--- config.mk ---
export PLATFORM = sky130hd
export DESIGN_NAME = spf_fetch
export DESIGN_NICKNAME = d
export VERILOG_FILES = /design/src/rtl/spf_pkg.sv /design/src/rtl/spf_slot_calc.sv /design/src/rtl/spf_ctrl.sv /design/src/rtl/spf_datapath.sv /design/src/rtl/spf_fetch.sv
export SDC_FILE = /design/constraint.sdc
export NUM_CORES = 1
export LEC_CHECK = 0
export BUFFER_PORTS_ARGS = -buffer_cell sky130_fd_sc_hd__buf_2
export CAP_MARGIN = 20
export CORE_UTILIZATION = 45
export DETAILED_ROUTE_END_ITERATION = 6
export MAX_ROUTING_LAYER = met4
export PLACE_DENSITY = 0.77
export REMOVE_ABC_BUFFERS = 1
export SLEW_MARGIN = 15
export SYNTH_ARGS = -nofsm -noshare
export SYNTH_HDL_FRONTEND = slang
export SYNTH_SLANG_ARGS = --single-unit
--- constraint.sdc ---
create_clock -name clk -period 3.03 [get_ports clk]
set_input_delay 0.4545 -clock clk [delete_from_list [all_inputs] [get_ports clk]]
set_output_delay 0.4545 -clock clk [all_outputs]
set_load 0.02 [all_outputs]
--- src/rtl/spf_pkg.sv ---
package spf_pkg;
    localparam logic [3:0] TYPE_BUSY16 = 4'h3;
    localparam logic [3:0] TYPE_BUSY32 = 4'hB;

    typedef enum logic [2:0] {
        S_IDLE,
        S_CHECK,
        S_READ_SP,
        S_READ_SEL,
        S_REPORT
    } spf_state_e;

    typedef enum logic [1:0] {
        ST_NONE,
        ST_OK,
        ST_FAULT,
        ST_ERR
    } spf_status_e;
endpackage

--- src/rtl/spf_slot_calc.sv ---
module spf_slot_calc #(
    parameter int ADDR_W = 32
) (
    input  logic [1:0]        pl,
    input  logic [3:0]        ttype,
    input  logic [ADDR_W-1:0] base,
    input  logic [ADDR_W-1:0] limit,
    output logic              type_ok,
    output logic              pl_ok,
    output logic              is32,
    output logic              in_bounds,
    output logic [ADDR_W-1:0] sp_addr,
    output logic [ADDR_W-1:0] sel_addr
);
    import spf_pkg::*;

    localparam int OFF_W = 8;

    logic              is16;
    logic [OFF_W-1:0]  off32, off16, slot_off, slot_end, sel_off;
    logic [ADDR_W-1:0] end_ext;

    always_comb begin
        is32     = (ttype == TYPE_BUSY32);
        is16     = (ttype == TYPE_BUSY16);
        type_ok  = is32 | is16;
        pl_ok    = (pl != 2'd3);
        off32    = {3'b000, pl, 3'b000} + OFF_W'(4);
        off16    = {4'b0000, pl, 2'b00} + OFF_W'(2);
        slot_off = is32 ? off32 : off16;
        slot_end = is32 ? (off32 + OFF_W'(7)) : (off16 + OFF_W'(3));
        sel_off  = is32 ? (off32 + OFF_W'(4)) : (off16 + OFF_W'(2));
        end_ext  = ADDR_W'(slot_end);
        in_bounds = (end_ext <= limit);
        sp_addr  = base + ADDR_W'(slot_off);
        sel_addr = base + ADDR_W'(sel_off);
    end
endmodule

--- src/rtl/spf_ctrl.sv ---
module spf_ctrl (
    input  logic                clk,
    input  logic                rst_n,
    input  logic                req_valid,
    input  logic                type_ok,
    input  logic                pl_ok,
    input  logic                in_bounds,
    input  logic                mem_ack,
    output spf_pkg::spf_state_e state,
    output logic                busy,
    output logic                done,
    output logic                mem_req,
    output logic                sel_phase,
    output logic                cap_req,
    output logic                cap_sp,
    output logic                cap_ss,
    output logic                set_fault,
    output logic                set_err
);
    import spf_pkg::*;

    spf_state_e state_q, state_d;

    always_ff @(posedge clk) begin
        if (!rst_n) state_q <= S_IDLE;
        else        state_q <= state_d;
    end

    always_comb begin
        state_d = state_q;
        unique case (state_q)
            S_IDLE:     if (req_valid) state_d = S_CHECK;
            S_CHECK:    state_d = (type_ok && pl_ok && in_bounds) ? S_READ_SP : S_REPORT;
            S_READ_SP:  if (mem_ack) state_d = S_READ_SEL;
            S_READ_SEL: if (mem_ack) state_d = S_REPORT;
            S_REPORT:   state_d = S_IDLE;
            default:    state_d = S_IDLE;
        endcase
    end

    always_comb begin
        busy      = (state_q != S_IDLE);
        done      = (state_q == S_REPORT);
        mem_req   = (state_q == S_READ_SP) || (state_q == S_READ_SEL);
        sel_phase = (state_q == S_READ_SEL);
        cap_req   = (state_q == S_IDLE) && req_valid;
        cap_sp    = (state_q == S_READ_SP) && mem_ack;
        cap_ss    = (state_q == S_READ_SEL) && mem_ack;
        set_err   = (state_q == S_CHECK) && !(type_ok && pl_ok);
        set_fault = (state_q == S_CHECK) && type_ok && pl_ok && !in_bounds;
    end

    assign state = state_q;

    // a rejected lookup never reaches the memory port
    a_r6_no_access_after_reject: assert property (@(posedge clk) disable iff (!rst_n)
        (state_q == S_CHECK && !(type_ok && pl_ok && in_bounds)) |=> !mem_req);

    // the selector read only follows an acknowledged pointer read
    a_r3_sel_after_sp: assert property (@(posedge clk) disable iff (!rst_n)
        $rose(sel_phase) |-> $past(mem_ack));

    // completion is a single-cycle pulse
    a_r11_done_pulse: assert property (@(posedge clk) disable iff (!rst_n)
        done |=> !done);
endmodule

--- src/rtl/spf_datapath.sv ---
module spf_datapath #(
    parameter int ADDR_W = 32,
    parameter int SEL_W  = 16,
    parameter int DATA_W = 32
) (
    input  logic              clk,
    input  logic              rst_n,
    input  logic              cap_req,
    input  logic              cap_sp,
    input  logic              cap_ss,
    input  logic              set_fault,
    input  logic              set_err,
    input  logic              is32,
    input  logic [1:0]        req_pl,
    input  logic [SEL_W-1:0]  tr_sel,
    input  logic [3:0]        tr_type,
    input  logic [ADDR_W-1:0] tr_base,
    input  logic [ADDR_W-1:0] tr_limit,
    input  logic [DATA_W-1:0] mem_rdata,
    output logic [1:0]        q_pl,
    output logic [3:0]        q_type,
    output logic [ADDR_W-1:0] q_base,
    output logic [ADDR_W-1:0] q_limit,
    output logic              ok,
    output logic              fault,
    output logic              err,
    output logic [SEL_W-1:0]  fault_code,
    output logic [SEL_W-1:0]  new_ss,
    output logic [DATA_W-1:0] new_sp
);
    import spf_pkg::*;

    localparam int WORD_W = 16;

    logic [SEL_W-1:0]  q_sel;
    spf_status_e       status_q;
    logic [DATA_W-1:0] sp_word;

    always_comb begin
        sp_word = '0;
        sp_word[WORD_W-1:0] = mem_rdata[WORD_W-1:0];
    end

    always_ff @(posedge clk) begin
        if (!rst_n) begin
            q_pl     <= '0;
            q_type   <= '0;
            q_base   <= '0;
            q_limit  <= '0;
            q_sel    <= '0;
            status_q <= ST_NONE;
            new_ss   <= '0;
            new_sp   <= '0;
        end else begin
            if (cap_req) begin
                q_pl     <= req_pl;
                q_type   <= tr_type;
                q_base   <= tr_base;
                q_limit  <= tr_limit;
                q_sel    <= tr_sel;
                status_q <= ST_NONE;
            end
            if (set_err)   status_q <= ST_ERR;
            if (set_fault) status_q <= ST_FAULT;
            if (cap_sp)    new_sp   <= is32 ? mem_rdata : sp_word;
            if (cap_ss) begin
                new_ss   <= mem_rdata[SEL_W-1:0];
                status_q <= ST_OK;
            end
        end
    end

    always_comb begin
        ok         = (status_q == ST_OK);
        fault      = (status_q == ST_FAULT);
        err        = (status_q == ST_ERR);
        fault_code = {q_sel[SEL_W-1:2], 2'b00};
    end

    // a 16-bit pointer capture clears the upper half
    a_r5_sp_zero_ext: assert property (@(posedge clk) disable iff (!rst_n)
        (cap_sp && !is32) |=> (new_sp[DATA_W-1:WORD_W] == '0));
endmodule

--- src/rtl/spf_fetch.sv ---
module spf_fetch #(
    parameter int ADDR_W = 32,
    parameter int SEL_W  = 16,
    parameter int DATA_W = 32
) (
    input  logic              clk,
    input  logic              rst_n,
    input  logic              req_valid,
    input  logic [1:0]        req_pl,
    input  logic [SEL_W-1:0]  tr_sel,
    input  logic [3:0]        tr_type,
    input  logic [ADDR_W-1:0] tr_base,
    input  logic [ADDR_W-1:0] tr_limit,
    output logic              mem_req,
    output logic [ADDR_W-1:0] mem_addr,
    output logic              mem_dword,
    input  logic              mem_ack,
    input  logic [DATA_W-1:0] mem_rdata,
    output logic              busy,
    output logic              done,
    output logic              ok,
    output logic              fault,
    output logic [SEL_W-1:0]  fault_code,
    output logic              err,
    output logic [SEL_W-1:0]  new_ss,
    output logic [DATA_W-1:0] new_sp
);
    import spf_pkg::*;

    spf_state_e        state;
    logic              type_ok, pl_ok, is32, in_bounds;
    logic [ADDR_W-1:0] sp_addr, sel_addr;
    logic              sel_phase, cap_req, cap_sp, cap_ss, set_fault, set_err;
    logic [1:0]        q_pl;
    logic [3:0]        q_type;
    logic [ADDR_W-1:0] q_base, q_limit;

    spf_slot_calc #(.ADDR_W(ADDR_W)) calc_i (
        .pl(q_pl), .ttype(q_type), .base(q_base), .limit(q_limit),
        .type_ok(type_ok), .pl_ok(pl_ok), .is32(is32), .in_bounds(in_bounds),
        .sp_addr(sp_addr), .sel_addr(sel_addr)
    );

    spf_ctrl ctrl_i (
        .clk(clk), .rst_n(rst_n), .req_valid(req_valid),
        .type_ok(type_ok), .pl_ok(pl_ok), .in_bounds(in_bounds), .mem_ack(mem_ack),
        .state(state), .busy(busy), .done(done), .mem_req(mem_req),
        .sel_phase(sel_phase), .cap_req(cap_req), .cap_sp(cap_sp), .cap_ss(cap_ss),
        .set_fault(set_fault), .set_err(set_err)
    );

    spf_datapath #(.ADDR_W(ADDR_W), .SEL_W(SEL_W), .DATA_W(DATA_W)) dp_i (
        .clk(clk), .rst_n(rst_n), .cap_req(cap_req), .cap_sp(cap_sp), .cap_ss(cap_ss),
        .set_fault(set_fault), .set_err(set_err), .is32(is32),
        .req_pl(req_pl), .tr_sel(tr_sel), .tr_type(tr_type),
        .tr_base(tr_base), .tr_limit(tr_limit), .mem_rdata(mem_rdata),
        .q_pl(q_pl), .q_type(q_type), .q_base(q_base), .q_limit(q_limit),
        .ok(ok), .fault(fault), .err(err), .fault_code(fault_code),
        .new_ss(new_ss), .new_sp(new_sp)
    );

    always_comb begin
        mem_addr  = sel_phase ? sel_addr : sp_addr;
        mem_dword = !sel_phase && is32;
    end

    // a pending request keeps its address and size until acknowledged
    a_r10_req_hold: assert property (@(posedge clk) disable iff (!rst_n)
        (mem_req && !mem_ack) |=> (mem_req && $stable(mem_addr) && $stable(mem_dword)));

    // exactly one status flag accompanies completion
    a_r11_one_status: assert property (@(posedge clk) disable iff (!rst_n)
        done |-> $onehot({ok, fault, err}));

    // a fault code never carries requestor-privilege bits
    a_r7_code_rpl_clear: assert property (@(posedge clk) disable iff (!rst_n)
        (done && fault) |-> (fault_code[1:0] == 2'b00));

    // the request inputs are not sampled during a lookup
    a_r11_busy_ignores: assert property (@(posedge clk) disable iff (!rst_n)
        (busy && state != S_REPORT) |=> busy);
endmodule

# Yosys cells after proc, flatten, opt, wreduce, memory -nomap -nowiden
# Cells that the tools add are included.
classes:
  add_sub_neg: 8
  n_mul: 0
  div: 0
  order_cmp: 1
  eq_ne: 13
  shift: 0
  n_mux: 14
  n_bitwise: 2
  n_reduce_logical: 20
op_table:
  columns: ["op", "count"]
  rows:
  - ["adder 32 x 8 -> 32 bit", 2]
  - ["2-to-1 mux 32 bit", 2]
  - ["less-or-equal comparator 8 x 32 -> 1 bit", 1]
  - ["2-to-1 mux 8 bit", 3]
  - ["adder 8 x 2 -> 8 bit (second input constant)", 2]
  - ["adder 8 x 3 -> 8 bit (second input constant)", 2]
  - ["2-to-1 mux 3 bit", 4]
  - ["one-hot mux 3 bit (4 select lines)", 1]
  - ["logical AND 1 bit", 10]
  - ["!= test 2 bit (second input constant)", 4]
  - ["adder 5 x 3 -> 6 bit (second input constant)", 1]
  - ["equality test 3 x 2 -> 1 bit (second input constant)", 2]
  - ["2-to-1 mux 2 bit", 3]
  - ["nonzero test 3 bit", 2]
  - ["adder 4 x 2 -> 5 bit (second input constant)", 1]
  - ["equality test 2 bit (second input constant)", 2]
  - ["equality test 4 x 2 -> 1 bit (second input constant)", 1]
  - ["equality test 4 bit (second input constant)", 1]
  - ["nonzero test 4 bit", 1]
  - ["equality test 3 x 1 -> 1 bit (second input constant)", 1]
  - ["equality test 3 bit (second input constant)", 1]
  - ["zero test 1 bit", 3]
  - ["zero test 3 bit", 1]
  - ["AND reduction 3 bit", 1]
  - ["6 further kinds", 6]
totals:
  register_bits: 139
  latchBits: 0
  mem_bits_rw: 0
  mem_bits_ro: 0
  elab_cells: 68
  memories: 0

# Depth between registers and ports, before layout
# Gate-level depths: netlist of run 1.
depth:
  word_depth: 8
  ltp_mapped: 12

# Hierarchy
# From an unflattened synthesis of run 1, not the netlist that was laid out.
hier_totals:
  cells_unflattened: 759
  hier_area_um2: 7288.2
modules_own_cells:
  columns: ["mod", "instances", "cells_per_inst", "area_each_um2", "seq_area_each_um2"]
  rows:
  - ["spf_datapath", 1, 460, 4898.4, 2682.6]
  - ["spf_slot_calc", 1, 234, 1606.5, 0.0]
  - ["spf_fetch", 1, 37, 546.8, 0.0]
  - ["spf_ctrl", 1, 28, 236.5, 60.1]

# Worst setup path before layout of run 1
# Ideal clock, no wire load.
synth_path:
  path_kind: "register -> output"
  from: "register ctrl_i.state_q[1] (netlist: ctrl_i.state[1])"
  to: "output mem_addr[12]"
  arrival_ns: 3.063
  t_required_ns: 2.575
  slack_ns: -0.488
  path_stages_with_launch: 12
  cell_sequence: "dfxtp_1 -> buf_2 -> inv_1 -> nor2_1 -> a21oi_1 -> a32o_1 -> ha_1 -> o21ai_0 -> o21a_1 -> or2_2 -> nor3b_1 -> xor2_1"
synth_between:
  elab_chain_cells: 2
synth_lines:
  columns: ["element", "line_no", "text"]
  rows:
  - ["start: declaration", "spf_ctrl.sv:22", "spf_state_e state_q, state_d;"]
  - ["start signal: assignment", "spf_ctrl.sv:26", "else state_q <= state_d;"]
  - ["equality test 3 x 2 -> 1 bit", "spf_ctrl.sv:45", "sel_phase = (state_q == S_READ_SEL);"]
  - ["2-to-1 mux 32 bit", "spf_fetch.sv:63", "mem_addr = sel_phase ? sel_addr : sp_addr;"]
  - ["end: declaration", "spf_fetch.sv:15", "output logic [ADDR_W-1:0] mem_addr,"]
# No other way between the ends.

# Worst setup path after layout of run 1
layout_path:
  from: "register dp_i.q_type[3]"
  to: "output mem_addr[27]"
layout_between:
  elab_chain_cells: 4
layout_lines:
  columns: ["element", "line_no", "text"]
  rows:
  - ["start: declaration", "spf_datapath.sv:21", "output logic [3:0] q_type,"]
  - ["start signal: assignment", "spf_datapath.sv:57", "q_type <= tr_type;"]
  - ["equality test 4 bit (*)", "spf_slot_calc.sv:24", "is32 = (ttype == TYPE_BUSY32);"]
  - ["2-to-1 mux 8 bit (on tied branches)", "spf_slot_calc.sv:30, spf_slot_calc.sv:32", null]
  - ["adder 32 x 8 -> 32 bit (on tied branches)", "spf_slot_calc.sv:35, spf_slot_calc.sv:36", null]
  - ["2-to-1 mux 32 bit (*)", "spf_fetch.sv:63", null]
# Every way passes the cells marked *; elsewhere a longest branch is shown, timed or not.

==> flow_results.org, run 1 <==
** Run status
- The run finished, with violations left.
- The checks that failed: negative setup slack.

** Logic synthesis
- A synthesized cell averages 8.36 um2.
- Post-synth cell types :: 53
- Count of flip-flops with a built-in enable after synthesis :: 0
- Synth Flop Type :: sky130_fd_sc_hd__dfxtp_1
- Warnings, synthesis :: 0
- Share of flip-flops with an asynchronous set or reset :: 0%
- Synthesis produced 740 cells.
- Part of the Yosys area used for sequential elements :: 44.3%
- Number of synthesized register bits :: 137
- After synthesis the cells add up to 0.00619 mm2.

** Global route
- Initial antenna violation count :: 0
- The first global-routing pass estimated 25.0 mm of wire.
- Global-route congestion overflow total :: 0
- The via count of the first global-routing pass was 5493.
- Entering global routing, the biggest net connects 87 pins.
- Global routing used 22.7% of the available tracks across all layers.

** Pwr
- The share of total power dissipated in sequential elements is 42.7%.
- Net switching is 24.7% of the power.
- Part of the power in the clock network :: 44.2%
- P_leak :: 3.81 nW
- The worst-case IR drop observed on VDD is 401 uV.
- Power density normalized to cell area :: 539 mW/mm2
- Internal power summed over all cells :: 3.44 mW
- Summed over all nets, the switching power comes to 1.13 mW.
- Part of the total power dissipated in combinational logic :: 13.0%

** Clock tree
- After clock tree synthesis, the clock-pin slew on the worst setup and hold paths is 0.05 ns.
- Buffer cell driving the clock tree root :: sky130_fd_sc_hd__clkbuf_16
- H-tree depth :: 4
- Clock tree synthesis inserted a total of 17 buffers.
- Num Clock Sinks :: 137
- No sink is reached through more buffers than the 2 on the longest clock path.
- CTS tree :: done
- Latest clock arrival within the worst-skew pair :: 0.41 ns
- In this run, post-CTS hold repair placed 0 buffers.

** Final layout
- The post-route netlist has 34.7% of its cells at a drive strength greater than 1.
- Post-route cell area :: 0.00849 mm2
- The finished layout holds 1157 standard cells, fillers aside.
- Layout overhead on the synthesized area :: 37.2%
- For this run, the post-layout net count is 1102.
- 0 antenna diodes ended up in the layout.

** Drt
- After detailed routing, the number of remaining DRC violations is 0.
- In this run the remaining antenna-violating nets after routing total 0.
- The final layout contains routed wiring with a total length of 15.9 mm.
- The final route contains 5752 vias.
- DRT Pass-1 Iters :: 4
- Number of DRC markers in iteration 0 :: 230
- Drt via density :: 4.97
- Average wire length per cell after detail routing :: 13.7 um

** STA
- The final-report hold violation count came to 0.
- After layout, the worst path uses 113% of the clock period.
- For the final database, setup skew stands at 0.00829 ns.
- RSZ-0062 raised after global routing :: true
- For this run, the top clock speed supported by timing is 0.293 GHz.
- The final number of max-transition violations came to 0.
- Subtracting the final worst setup slack from the clock period gives 3.41 ns.
- Total of endpoints with negative setup slack in the final report :: 27
- In this run the tightest slew margin relative to its limit is 37.4%.
- Slew of the pin with the lowest slew margin :: 0.938 ns
- Total Neg Setup Slack :: -7.43 ns
- Final WS setup :: -0.383 ns

** Die
- Starting Density :: 46.4%
- Area enclosed by the die boundary :: 0.0142 mm2
- Count of pins on the block boundary :: 225
- Die outline height :: 119 um
- Count of standard-cell rows :: 42
- Placeable core area :: 0.0133 mm2
- Measured along the x axis, the die boundary spans 119 um.

** Placement
- Once placement completed, the tool counted placed cells totaling 1122.
- At the end of routability-driven placement, the weighted congestion stood at 0.804.
- Worst slack after detailed placement :: -0.139 ns
- Total half-perimeter wirelength after legalization and detailed placement :: 10.5 mm
- Once placement finished, the instance area stood at 0.00755 mm2.
- During placement, the flow inserted port buffers numbering 220.

** Setup path
- The critical path is of the reg2out type.
- Data on the critical path arrives at its endpoint at 2.96 ns.
- Worst path required time :: 2.58 ns
- Endpoint type of the worst setup path :: output pin
- Crit-path max FO :: 6
- Element type at the critical path start :: flop

** Run
- Maximum Capacitance Violations :: 0

** Min path
- The worst hold path belongs to the class in2reg.
[synthesized netlist by cell type, drive strengths merged (2+ instances only)]
master | instances | area (um2)
nor2b | 19 | 119
o21a | 2 | 15.0
xnor2 | 19 | 166
a211oi | 2 | 15.0
or2 | 2 | 12.5
nor3 | 6 | 40.0
and4 | 5 | 47.6
nor2 | 16 | 67.6
or3 | 2 | 12.5
a21boi | 117 | 878
clkbuf | 27 | 101
or2b | 2 | 15.0
a21oi | 8 | 40.0
and3 | 4 | 26.3
dfxtp | 137 | 2740
a22oi | 16 | 120
ha | 10 | 125
a21o | 2 | 15.0
nand4 | 8 | 80.1
xor2 | 11 | 96.3
inv | 7 | 26.3
buf | 21 | 149
nand3 | 8 | 40.0
nand2 | 256 | 961
nor3b | 5 | 37.5
nand2b | 2 | 12.5
o21ai | 5 | 25.0
nor4 | 6 | 52.6
[layout make-up]
class	instances	area, um2
multi-input combinational	549	3420
sequential	137	2750
inverter	7	26.3
clock buffer	24	492
timing repair buffer	257	1490
clock inverter	7	91.3
tap	176	220
fill	1165	4860
[power groups by stage]
stage | Combinational (mW) | Clock (mW) | Sequential (mW)
2_1_floorplan | 0.303 | 0 | 2.00
3_3_place_gp | 0.553 | 0 | 1.98
3_5_place_dp | 0.558 | 0 | 1.99
4_1_cts | 0.578 | 2.07 | 1.95
5_1_grt | 0.658 | 2.13 | 1.96
6_report | 0.596 | 2.02 | 1.95
[worst max-delay path, stage by stage, from the launching register on]
cell and delay, ns:
sky130_fd_sc_hd__dfxtp_2 0.34, sky130_fd_sc_hd__and4b_2 0.29, sky130_fd_sc_hd__buf_6 0.14, sky130_fd_sc_hd__nor2_4 0.16
sky130_fd_sc_hd__xor2_4 0.22, sky130_fd_sc_hd__fa_2 0.25, sky130_fd_sc_hd__a211o_1 0.19, sky130_fd_sc_hd__a21oi_4 0.10
sky130_fd_sc_hd__nor3_4 0.34, sky130_fd_sc_hd__nand3_2 0.16, sky130_fd_sc_hd__xnor2_2 0.19, sky130_fd_sc_hd__buf_4 0.16
[flip-flops by register name, indices dropped and copies added (netlist names)]
name,count
dp_i.q_base,32
dp_i.q_sel,14
ctrl_i.state,3
dp_i.new_sp,32
dp_i.q_pl,2
dp_i.q_limit,32
dp_i.status_q,2
dp_i.new_ss,16
dp_i.q_type,4
[metal layers]
layer | vias to the layer above | wire length (um) | share of wire [%] | track usage [%]
li1 | 2917 | - | - | -
met4 | 0 | 248 | 1.6 | 6.96
met2 | 187 | 7660 | 48 | 39.0
met1 | 2629 | 6960 | 44 | 25.5
met3 | 19 | 1000 | 6.3 | 6.18
met5 | - | 0 | 0 | -
[cell families (layout without fill, tap and decap cells)]
| family | count (synthesis) | count (layout) | synth area share (%) |
|---|---|---|---|
| flops | 137 | 137 | 44.3 |
| fa+ha+maj | 11 | 11 | 2.34 |
| xor+xnor | 30 | 30 | 4.24 |
| simple gates | 346 | 346 | 25.6 |
| compound gates | 160 | 160 | 19.0 |
| other cells | 1 | 2 | 0.0606 |
| buf+inv | 55 | 295 | 4.47 |
[metrics by stage]
stage / total power [mW] / hold WS [ns] / utilization [%]
global route: 4.75 / 0.265 / 63.6
global placement: 2.53 / 0.439 / 56.6
finish: 4.57 / 0.276 / 63.6
CTS: 4.60 / 0.261 / 62.2
floorplan: 2.30 / 0.435 / -
detailed placement: 2.54 / 0.443 / 56.6
[path summary, 6_finish.rpt]
| check | from | to | slack, ns | depth (start not counted) |
|---|---|---|---|---|
| hold / removal | tr_type[1] | dp_i.q_type[1] | 0.28 | 3 |
| setup / recovery | dp_i.q_type[3] | mem_addr[27] | -0.38 | 11 |
| hold reg to reg | dp_i.q_base[0] | dp_i.q_base[0] | 0.45 | 2 |
| setup reg to reg | dp_i.q_type[3] | dp_i.status_q[1] | 0.60 | 10 |
[placed cells by master (no fill, tap or decap), types with 3 or more instances in the layout]
master / count
sky130_fd_sc_hd__a21boi_0: 94
sky130_fd_sc_hd__a21boi_1: 23
sky130_fd_sc_hd__a21oi_1: 7
sky130_fd_sc_hd__a22oi_1: 16
sky130_fd_sc_hd__and3_1: 3
sky130_fd_sc_hd__and4_1: 3
sky130_fd_sc_hd__buf_2: 192
sky130_fd_sc_hd__buf_4: 59
sky130_fd_sc_hd__buf_6: 4
sky130_fd_sc_hd__clkbuf_1: 3
sky130_fd_sc_hd__clkbuf_16: 17
sky130_fd_sc_hd__clkbuf_8: 4
sky130_fd_sc_hd__clkinv_2: 3
sky130_fd_sc_hd__dfxtp_1: 132
sky130_fd_sc_hd__dfxtp_2: 5
sky130_fd_sc_hd__ha_1: 5
sky130_fd_sc_hd__ha_4: 3
sky130_fd_sc_hd__inv_1: 7
sky130_fd_sc_hd__nand2_1: 252
sky130_fd_sc_hd__nand2_2: 3
sky130_fd_sc_hd__nand3_1: 5
sky130_fd_sc_hd__nand3_2: 3
sky130_fd_sc_hd__nand4_1: 6
sky130_fd_sc_hd__nor2_1: 8
sky130_fd_sc_hd__nor2_2: 5
sky130_fd_sc_hd__nor2_4: 3
sky130_fd_sc_hd__nor2b_1: 19
sky130_fd_sc_hd__nor3b_1: 4
sky130_fd_sc_hd__nor4_1: 5
sky130_fd_sc_hd__o21ai_2: 3
sky130_fd_sc_hd__xnor2_1: 16
sky130_fd_sc_hd__xnor2_2: 3
sky130_fd_sc_hd__xor2_1: 9
[timing repair]
item | in CTS | in global routing
pin swaps | 25 | 27
hold endpoints to repair | 0 | 0
setup buffers | 2 | 5
endpoints found under the setup margin | 27 | 27
gates resized for setup | 52 | 38
No activity file was read; power rests on OpenSTA's default activity.
==> inputs of run 2 (changes only) <==
--- a/config.mk
+++ b/config.mk
@@ -7,7 +7,7 @@
 export LEC_CHECK = 0
 export BUFFER_PORTS_ARGS = -buffer_cell sky130_fd_sc_hd__buf_2
 export CAP_MARGIN = 20
-export CORE_UTILIZATION = 45
+export CORE_UTILIZATION = 47
 export DETAILED_ROUTE_END_ITERATION = 6
 export MAX_ROUTING_LAYER = met4
 export PLACE_DENSITY = 0.77
@@ -15,4 +15,5 @@
 export SLEW_MARGIN = 15
 export SYNTH_ARGS = -nofsm -noshare
 export SYNTH_HDL_FRONTEND = slang
+export SYNTH_HIERARCHICAL = 1
 export SYNTH_SLANG_ARGS = --single-unit
==> constraint.sdc (replaced) <==
create_clock -name clk -period 3.03 [get_ports clk]
set_input_delay 0.1515 -clock clk [delete_from_list [all_inputs] [get_ports clk]]
set_output_delay 0.1515 -clock clk [all_outputs]
set_load 0.02 [all_outputs]
==> flow_results.org, run 2 <==
** Die
- Area enclosed by the die boundary :: 0.0160 mm2
- During I/O placement, the number of pins put on the boundary was 225.
- Count of standard-cell rows :: 45
- Starting Density :: 48.1%
- Die outline height :: 127 um
- Placeable core area :: 0.0151 mm2
- The die is 127 um wide.

** Drt
- The detailed router finished its first iteration with 312 violations.
- The final route contains 6612 vias.
- Sum of met3 wire segment lengths after detailed routing :: 931 um
- Drt via density :: 5.12
- After detailed routing, the met2 layer carries 10.8 mm of wire.
- DRT Pass-1 Iters :: 5
- Wl on met1 :: 8.33 mm
- The final layout contains routed wiring with a total length of 20.5 mm.
- Max layer used :: met4
- After detailed routing, the number of remaining DRC violations is 0.
- Number of nets with antenna violations after routing :: 0
- Average wire length per cell after detail routing :: 15.9 um

** Placement
- Before CTS, the worst setup slack after placement is 0.0555 ns.
- Total half-perimeter wirelength after legalization and detailed placement :: 12.0 mm
- Buffers placed on the I/O ports in this run total 220.
- Final weighted congestion in routability-driven placement :: 0.867

** Logic synthesis
- Synth Flop Type :: sky130_fd_sc_hd__dfxtp_1
- Post-synthesis cell area :: 0.00729 mm2
- Count of flip-flops with a built-in enable after synthesis :: 0
- Dominant cell type by area after synthesis :: sky130_fd_sc_hd__dfxtp_1
- Synth top cells by count :: sky130_fd_sc_hd__nor2_1 (146), sky130_fd_sc_hd__dfxtp_1 (137), sky130_fd_sc_hd__mux2i_1 (116)
- Sequential cells were found to cover 37.6% of the synthesized design area.
- Area fraction of the dominant cell type after synthesis :: 37.6%
- For this run, asynchronously set or reset flops after synthesis account for 0%.
- A synthesized cell averages 9.60 um2.
- Most repeated cell in the gate-level netlist after synthesis :: sky130_fd_sc_hd__nor2_1
- Yosys printed 6 warnings.
- Counting flops and latches in the post-synthesis netlist gives 137.
- Leading cell types by total area after synthesis :: sky130_fd_sc_hd__dfxtp_1 (38%), sky130_fd_sc_hd__mux2i_1 (16%), sky130_fd_sc_hd__nor2_1 (7.5%)
- Post-Syn Instances :: 759
- Counting distinct cell types in the post-synthesis netlist gives 56.

** STA
- Setup violations remaining at the end of the flow were counted as 22.
- Across the routed clock network, the largest skew measured is 0.0105 ns.
- Final Critical Period :: 3.20 ns
- For the pin with the worst max-slew slack, the measured transition is 0.744 ns.
- Worst relative slew slack :: 50.4%
- Hold Slack :: 0.0235 ns
- The final-report hold violation count came to 0.
- Highest clock rate :: 0.313 GHz
- Pins Over Slew Limit :: 0
- RSZ-0062 raised after global routing :: true
- Final WS setup :: -0.168 ns
- Total Neg Setup Slack :: -1.84 ns
- The final critical path takes up 106% of the cycle.

** Final layout
- Most common library cell in the layout ignoring fill and taps :: sky130_fd_sc_hd__buf_2
- Filler cells :: 1091
- Largest registers :: dp_i/new_sp: 32 flops, dp_i/q_base: 32 flops, dp_i/q_limit: 32 flops
- Final Util :: 69.9%
- Total inserted antenna cells :: 0
- Commonest non-fill, non-tap cells in the layout :: sky130_fd_sc_hd__buf_2 (202), sky130_fd_sc_hd__nor2_1 (135), sky130_fd_sc_hd__dfxtp_1 (132)
- The post-route netlist has 34.7% of its cells at a drive strength greater than 1.
- Compared with the post-synthesis result, the final layout area differs by 45.2%.
- The net count of the finished layout is 1226.

** Global route
- Number of global-route vias before repair :: 6718
- Global-route usage over all layers :: 26.5%
- The first global-routing pass estimated 32.7 mm of wire.
- Initial antenna violation count :: 0
- The total overflow left after global routing is 0.
- Entering global routing, the biggest net connects 73 pins.

** Min path
- Hold WC Path Type :: in2reg

** Pwr
- Worst supply voltage drop on vdd :: 589 uV
- In this run the power density over the cells is 465 mW/mm2.
- In this run the static leakage power is 4.89 nW.

** Run
- Maximum Capacitance Violations :: 0

** Clock tree
- Buffer cell driving the clock tree root :: sky130_fd_sc_hd__clkbuf_16
- CTS tree :: done
- TritonCTS buffer count :: 17
- After clock tree synthesis, the clock-pin slew on the worst setup and hold paths is 0.07 ns.
- The later pin in the worst-skew pair is clocked with a latency of 0.42 ns.
- CTS saw 137 sinks.
- Maximum clock path buffer count :: 2
- The H-tree was split into 4 levels.

** Setup path
- Crit-path max FO :: 7
- Data on the critical path is required at its endpoint by 2.88 ns.
- The critical path is of the reg2out type.
- STA classifies the critical path endpoint as an output pin.
- Element type at the critical path start :: flop
- Data arrives at the worst endpoint at 3.05 ns.

** Run status
- The flow ran to the end, but the final reports show violations.
- The checks that failed: negative setup slack.
-- run 2: changes by cell type after synthesis, sizes merged, moves of 21 or more --
| cell | previous run | this run |
|---|---|---|
| nand2 | 256 | 31 |
| mux2 | 0 | 32 |
| xor2 | 11 | 32 |
| buf | 21 | 42 |
| nor2 | 16 | 146 |
| a21boi | 117 | 0 |
| mux2i | 0 | 116 |
-- run 2: per-stage QoR --
step	total power, mW	instances	cell area [um2]
after floorplan	2.48	703	6820
after global placement	2.59	1130	8350
after detailed placement	2.60	1130	8350
after CTS	4.91	1287	10400
after global routing	5.12	1292	10600
final	4.92	1292	10600
-- run 2: routing by layer --
| layer | track usage [%] | up-vias |
|---|---|---|
| met4 | 8.79 | 0 |
| li1 | - | 3230 |
| met2 | 47.6 | 228 |
| met5 | - | - |
| met3 | 5.48 | 39 |
| met1 | 29.0 | 3115 |
-- run 2: final timing paths --
check,from,endpoint,slack [ns],cells after the start
setup / recovery,dp_i/q_type[2],mem_addr[27],-0.17,12
hold / removal,mem_rdata[15],dp_i/new_sp[15],0.02,3
hold reg to reg,dp_i/new_sp[27],dp_i/new_sp[27],0.47,2
setup reg to reg,dp_i/q_type[2],ctrl_i/state[2],0.38,12
-- run 2: power by group --
group          internal [mW]  switching [mW]  total (mW)  leakage [nW]
Clock                   1.27           0.881        2.15         0.300
Sequential              1.88          0.0897        1.97          1.12
Combinational          0.431           0.361       0.792          3.47
-- run 2: cell families (layout without fill, tap and decap cells) --
family	count (synthesis)	in the layout	share of synthesized area, %
simple gates	285	285	18.7
compound gates	42	42	4.14
xor+xnor	60	60	7.21
fa+ha+maj	13	13	2.44
buf+inv	73	417	7.42
other cells	1	2	0.0515
mux	148	148	22.4
flops	137	137	37.6
-- run 2: critical path: stages, from the launching register on --
cell and delay (ns):
sky130_fd_sc_hd__dfxtp_2 0.32, sky130_fd_sc_hd__nand4b_4 0.20, sky130_fd_sc_hd__clkinv_4 0.11, sky130_fd_sc_hd__nor2_4 0.05, sky130_fd_sc_hd__buf_6 0.11, sky130_fd_sc_hd__fa_2 0.34, sky130_fd_sc_hd__nand2b_4 0.16, sky130_fd_sc_hd__a2111oi_4 0.37
sky130_fd_sc_hd__and2_4 0.25, sky130_fd_sc_hd__nand4_1 0.12, sky130_fd_sc_hd__xnor2_1 0.17, sky130_fd_sc_hd__mux2_4 0.28, sky130_fd_sc_hd__buf_6 0.13
-- run 2: cell type report --
| cell class | count | area (um2) | share of cell area (%) |
|---|---|---|---|
| clock buffer | 18 | 439 | 4.15 |
| clock inverter | 14 | 174 | 1.64 |
| inverter | 16 | 70.1 | 0.662 |
| multi-input combinational | 550 | 4250 | 40.2 |
| sequential | 137 | 2750 | 26.0 |
| tap | 188 | 235 | 2.22 |
| timing repair buffer | 369 | 2660 | 25.2 |
-- run 2: timing repair --
action                                 4_1_cts  5_1_grt
resized for setup                           50       44
setup buffers                               13        5
endpoints found under the hold margin      123        0
pin swaps                                   18       18
setup endpoints to repair                   26       27
hold buffers                               112        0
